**src/rtl/ct_pkg.sv**
```systemverilog
package ct_pkg;
  localparam int unsigned CT_DEFAULT_WIDTH = 16;

  typedef enum logic {
    CT_MODE_COUNTER = 1'b0,
    CT_MODE_TIMER   = 1'b1
  } ct_mode_e;
endpackage

```
**src/rtl/ct_count_reg.sv**
```systemverilog
module ct_count_reg #(
  parameter int unsigned WIDTH = 16
) (
  input  logic             clk,
  input  logic             rst_n,
  input  logic             load,
  input  logic             reload,
  input  logic             step,
  input  logic [WIDTH-1:0] load_val,
  output logic             at_zero,
  output logic             at_one
);
  localparam logic [WIDTH-1:0] ONE = {{(WIDTH-1){1'b0}}, 1'b1};

  logic [WIDTH-1:0] cnt_q;

  always_ff @(posedge clk) begin
    if (!rst_n)               cnt_q <= '0;
    else if (load || reload)  cnt_q <= load_val;
    else if (step)            cnt_q <= cnt_q - ONE;
  end

  assign at_zero = (cnt_q == '0);
  assign at_one  = (cnt_q == ONE);

  AST_LOAD_TAKES_VALUE: assert property (@(posedge clk) disable iff (!rst_n)
    load |=> (cnt_q == $past(load_val)));

  AST_DECREMENT_ONE: assert property (@(posedge clk) disable iff (!rst_n)
    (step && !load && !reload) |=> (cnt_q == $past(cnt_q) - ONE));
endmodule

```
**src/rtl/ct_run_ctrl.sv**
```systemverilog
module ct_run_ctrl (
  input  logic clk,
  input  logic rst_n,
  input  logic load,
  input  logic halt,
  output logic running
);
  logic run_q;

  always_ff @(posedge clk) begin
    if (!rst_n)    run_q <= 1'b0;
    else if (halt) run_q <= 1'b0;
    else if (load) run_q <= 1'b1;
  end

  assign running = run_q;

  AST_HALT_STOPS: assert property (@(posedge clk) disable iff (!rst_n)
    halt |=> !run_q);
endmodule

```
**src/rtl/ct_out_flags.sv**
```systemverilog
module ct_out_flags (
  input  logic clk,
  input  logic rst_n,
  input  logic load,
  input  logic reload,
  input  logic term,
  input  logic clr_ready,
  output logic wave,
  output logic ready
);
  logic wave_q, ready_q, set_ready;

  assign set_ready = (reload && !wave_q) || term;

  always_ff @(posedge clk) begin
    if (!rst_n)      wave_q <= 1'b1;
    else if (load)   wave_q <= 1'b1;
    else if (reload) wave_q <= ~wave_q;
  end

  always_ff @(posedge clk) begin
    if (!rst_n)         ready_q <= 1'b0;
    else if (clr_ready) ready_q <= 1'b0;
    else if (set_ready) ready_q <= 1'b1;
  end

  assign wave  = wave_q;
  assign ready = ready_q;

  AST_CLEAR_WINS: assert property (@(posedge clk) disable iff (!rst_n)
    clr_ready |=> !ready_q);
endmodule

```
**src/rtl/ct_dual_timer.sv**
```systemverilog
module ct_dual_timer
  import ct_pkg::*;
#(
  parameter int unsigned WIDTH = CT_DEFAULT_WIDTH
) (
  input  logic             clk,
  input  logic             rst_n,
  input  logic             tick,
  input  logic [WIDTH-1:0] preload,
  input  logic             mode_timer,
  input  logic             start,
  input  logic             stop,
  output logic             wave_out,
  output logic             ready
);
  ct_mode_e mode;
  logic load, halt, go, step, reload, term, running, at_zero, at_one;

  assign mode   = ct_mode_e'(mode_timer);
  assign load   = start && !stop;
  assign halt   = stop && (mode == CT_MODE_COUNTER);
  assign go     = (mode == CT_MODE_TIMER) || running;
  assign step   = tick && go && !load && !halt;
  assign reload = step && (mode == CT_MODE_TIMER) && at_zero;
  assign term   = step && (mode == CT_MODE_COUNTER) && at_one;

  ct_count_reg #(.WIDTH(WIDTH)) u_count (
    .clk      (clk),
    .rst_n    (rst_n),
    .load     (load),
    .reload   (reload),
    .step     (step),
    .load_val (preload),
    .at_zero  (at_zero),
    .at_one   (at_one)
  );

  ct_run_ctrl u_run (
    .clk     (clk),
    .rst_n   (rst_n),
    .load    (load),
    .halt    (halt),
    .running (running)
  );

  ct_out_flags u_flags (
    .clk       (clk),
    .rst_n     (rst_n),
    .load      (load),
    .reload    (reload),
    .term      (term),
    .clr_ready (stop),
    .wave      (wave_out),
    .ready     (ready)
  );

  AST_IDLE_HOLDS_WAVE: assert property (@(posedge clk) disable iff (!rst_n)
    (!tick && !start && !stop) |=> $stable(wave_out));

  AST_READY_NEEDS_TICK: assert property (@(posedge clk) disable iff (!rst_n)
    $rose(ready) |-> $past(tick));

  AST_START_WAVE_HIGH: assert property (@(posedge clk) disable iff (!rst_n)
    (start && !stop) |=> wave_out);

  AST_STOP_DROPS_READY: assert property (@(posedge clk) disable iff (!rst_n)
    stop |=> !ready);
endmodule

```
**config.mk**
```make
export PLATFORM = sky130hd
export DESIGN_NAME = ct_dual_timer
export DESIGN_NICKNAME = d
export VERILOG_FILES = /design/src/rtl/ct_pkg.sv /design/src/rtl/ct_count_reg.sv /design/src/rtl/ct_run_ctrl.sv /design/src/rtl/ct_out_flags.sv /design/src/rtl/ct_dual_timer.sv
export SDC_FILE = /design/constraint.sdc
export NUM_CORES = 1
export LEC_CHECK = 0
export ABC_AREA = 0
export BUFFER_PORTS_ARGS = -buffer_cell sky130_fd_sc_hd__buf_2
export CAP_MARGIN = 10
export CELL_PAD_IN_SITES_DETAIL_PLACEMENT = 1
export CELL_PAD_IN_SITES_GLOBAL_PLACEMENT = 1
export CORE_MARGIN = 10
export CORE_UTILIZATION = 41
export DETAILED_ROUTE_END_ITERATION = 8
export GPL_ROUTABILITY_DRIVEN = 0
export PLACE_DENSITY = 0.82
export SLEW_MARGIN = 20
export SYNTH_ARGS = -nofsm -noshare
export SYNTH_HDL_FRONTEND = slang
export SYNTH_HIERARCHICAL = 1
export SYNTH_SLANG_ARGS = --single-unit
```
**constraint.sdc**
```tcl
create_clock -name clk -period 5.5 [get_ports clk]
set_clock_uncertainty 0.15 [all_clocks]
set_input_delay 0.275 -clock clk [delete_from_list [all_inputs] [get_ports clk]]
set_output_delay 0.275 -clock clk [all_outputs]
set_load 0.01 [all_outputs]
```
==> summary.txt <==
Setup path
  • Setup CP Type: register to register
  • WP data required: 5.52 ns
  • Worst EP arrival: 3.09 ns
  • Crit end category: register
  • Worst setup SP type: register
  • Crit Path Max Fanout: 31

Global routing
  • Tot GR Track Use: 0.1075
  • Antenna violations before repair: 0
  • Total gr overflow: 0
  • Largest net degree at the start of global routing: 32
  • First-pass GRT wire length: 4609 µm
  • Vias in the first global route: 1,018

Synth
  • YS warnings: 6
  • Synthesized flop and latch total: 19
  • Sequential cell area fraction in the yosys report: 0.3645
  • Avg Cell Area, Syn: 8.484 µm²
  • Synth unique cells: 36
  • Syn_nets: 147
  • Cell Area, Synth: 0.001044 mm²
  • Syn Inst Count: 123

Clock tree
  • CTS Buffer Depth: 2
  • CTS H-tree lvls: 1
  • Post-CTS Setup Bufs: 0
  • CTS tree: built
  • Clk root buf: clkbuf_4
  • Clock sink total: 19
  • # hold bufs at CTS: 0
  • CTS buffer count: 3
  • Clock transition at path regs: 0.11 ns
  • Clk_lat worst skew: 0.29 ns
  • CTS resizes: 0

Route
  • Wirelength, routed: 2662 µm
  • DRC: 0
  • DRT antenna net count: 0
  • Via density: 5.598
  • DRT Pass-1 Iters: 4
  • Routed WL per cell: 15.30 µm
  • Via count: 974
  • Initial DRC Count: 27

Layout
  • Area grow syn2layout: 15.11%
  • Most common cell after layout, fill and taps aside: buf_2
  • Ant diodes: 0
  • Share of cells above drive strength 1: 0.2361
  • Final layout net count: 169
  • Commonest cells after routing, fill and taps aside: 23 x buf_2, 19 x dfxtp_1, 13 x o21ai_0
  • End-of-flow core utilization: 0.4893

STA
  • Period utilization: 0.5585
  • Tightest Pin Transition: 0.3997 ns
  • RSZ-0062 raised after global routing: false
  • Post-layout min period: 3.072 ns
  • # setup viols final: 0
  • Fmax achieved: 0.3255 GHz
  • Final count of hold timing violations: 0
  • Post-Route Setup TNS: 0 ns
  • Max-slew headroom: 0.7315
  • Final worst slack: 2.428 ns
  • Max-slew violations: 0

Outcome
  • Status: finished, final reports clean

Flow run
  • Max_cap viols: 0

Floorplan
  • Row count: 18
  • Die span in x: 70.45 µm
  • Die Height: 70.45 µm
  • IO Pins: 24
  • Initial Util: 0.4251
  • Core area: 0.002455 mm²
  • Die ar.: 0.004963 mm²

Power
  • Pwr/cell area: 249.7 mW/mm²
  • Leak pwr: 0.4629 nW
  • Max VDD drop: 136.0 µV

Hold path
  • Worst Hold Class: primary input to register

Place
  • Post-DP HPWL: 2049 µm
  • I/O Buffers: 23
  • Worst slack, placed: 2.479 ns
-- worst max-delay path: stages, from the launching register on --
cell and delay (ns):
dfxtp_1 0.37, or4_1 0.64, or2_1 0.30, nor4_1 0.32
and2_1 0.18, nand2_1 0.05, nor3_1 0.32, nor2_1 0.10
buf_4 0.23, o21ai_0 0.22, a21oi_1 0.06
-- routing by layer --
| layer | global-route usage | wire length, µm | up-vias |
|---|---|---|---|
| met1 | 0.1255 | 1205 | 461 |
| met2 | 0.1796 | 1296 | 20 |
| met4 | 0.04605 | 35 | 0 |
| li1 | - | - | 489 |
| met5 | 0 | 0 | - |
| met3 | 0.02684 | 125 | 4 |
-- metrics by stage --
step | power, mW | hold slack, ns | cell area (µm²) | std cells
final | 0.3000 | 0.07585 | 1201 | 174
after detailed placement | 0.2333 | 0.3650 | 1175 | 170
after global routing | 0.3201 | 0.06029 | 1201 | 174
after global placement | 0.2281 | 0.3406 | 1175 | 170
after CTS | 0.3036 | 0.06688 | 1201 | 174
after floorplan | 0.2134 | 0.2086 | 1044 | 123
-- cell type report --
type / instances / area, µm²
fill: 310 / 1254
tap: 30 / 37.54
clock buffer: 4 / 26.28
timing repair buffer: 24 / 122.6
sequential: 19 / 380.4
inverter: 6 / 22.52
multi-input combinational: 91 / 611.8
-- synthesized netlist by cell type --
cell type | n | share of area
a211oi_1 | 2 | 0.014
nand2b_4 | 1 | 0.013
nand2_1 | 3 | 0.011
or2_1 | 1 | 0.0060
buf_2 | 2 | 0.0096
or3_2 | 1 | 0.0072
nor2b_1 | 2 | 0.012
xor2_1 | 1 | 0.0084
xnor2_1 | 12 | 0.10
a31oi_1 | 1 | 0.0060
and2_1 | 2 | 0.012
o41ai_1 | 1 | 0.0084
nor3_1 | 4 | 0.019
ha_1 | 2 | 0.024
inv_1 | 6 | 0.022
a211oi_2 | 1 | 0.012
nand3b_1 | 1 | 0.0072
o21ai_0 | 13 | 0.062
or3b_1 | 1 | 0.0084
or3_1 | 3 | 0.018
nor4_1 | 6 | 0.036
nor2b_2 | 1 | 0.0084
or4_1 | 4 | 0.029
o31ai_1 | 1 | 0.0072
o211ai_1 | 2 | 0.014
o311a_1 | 1 | 0.0096
nand2b_1 | 1 | 0.0060
nor2_1 | 7 | 0.025
dfxtp_1 | 19 | 0.36
clkbuf_1 | 5 | 0.018
nor3b_2 | 1 | 0.012
or2_2 | 1 | 0.0060
a311oi_1 | 1 | 0.0084
nor4_2 | 1 | 0.012
o211a_1 | 1 | 0.0096
a21oi_1 | 11 | 0.053
-- where the power goes --
| group | total (mW) | internal (mW) | leakage (nW) | switching [mW] |
|---|---|---|---|---|
| logic | 0.0693 | 0.0317 | 0.291 | 0.0377 |
| registers | 0.161 | 0.149 | 0.157 | 0.0117 |
| clock network | 0.0694 | 0.0282 | 0.0150 | 0.0412 |
-- flip-flops by register name (all words and copies together) (netlist names) --
register       count
u_flags/ready      1
u_flags/wave       1
u_run/running      1
u_count/cnt_q     16
-- cell families after synthesis --
| logic type | synth area share |
|---|---|
| flip-flops | 0.3645 |
| adder cells (fa/ha/maj) | 0.02398 |
| XOR/XNOR | 0.1091 |
| AND/OR/NAND/NOR | 0.2482 |
| buffers and inverters | 0.04916 |
| AO/OA/AOI/OAI | 0.2050 |
-- final timing paths --
path                startpoint                end  slack [ns]  depth (start not counted)
max           u_count/cnt_q[6]  u_count/cnt_q[14]        2.43                         10
max reg2reg   u_count/cnt_q[6]  u_count/cnt_q[14]        2.43                         10
min reg2reg  u_count/cnt_q[15]  u_count/cnt_q[15]        0.38                          2
min                 preload[5]   u_count/cnt_q[5]        0.08                          2
Power figures use the tool's default switching activity.
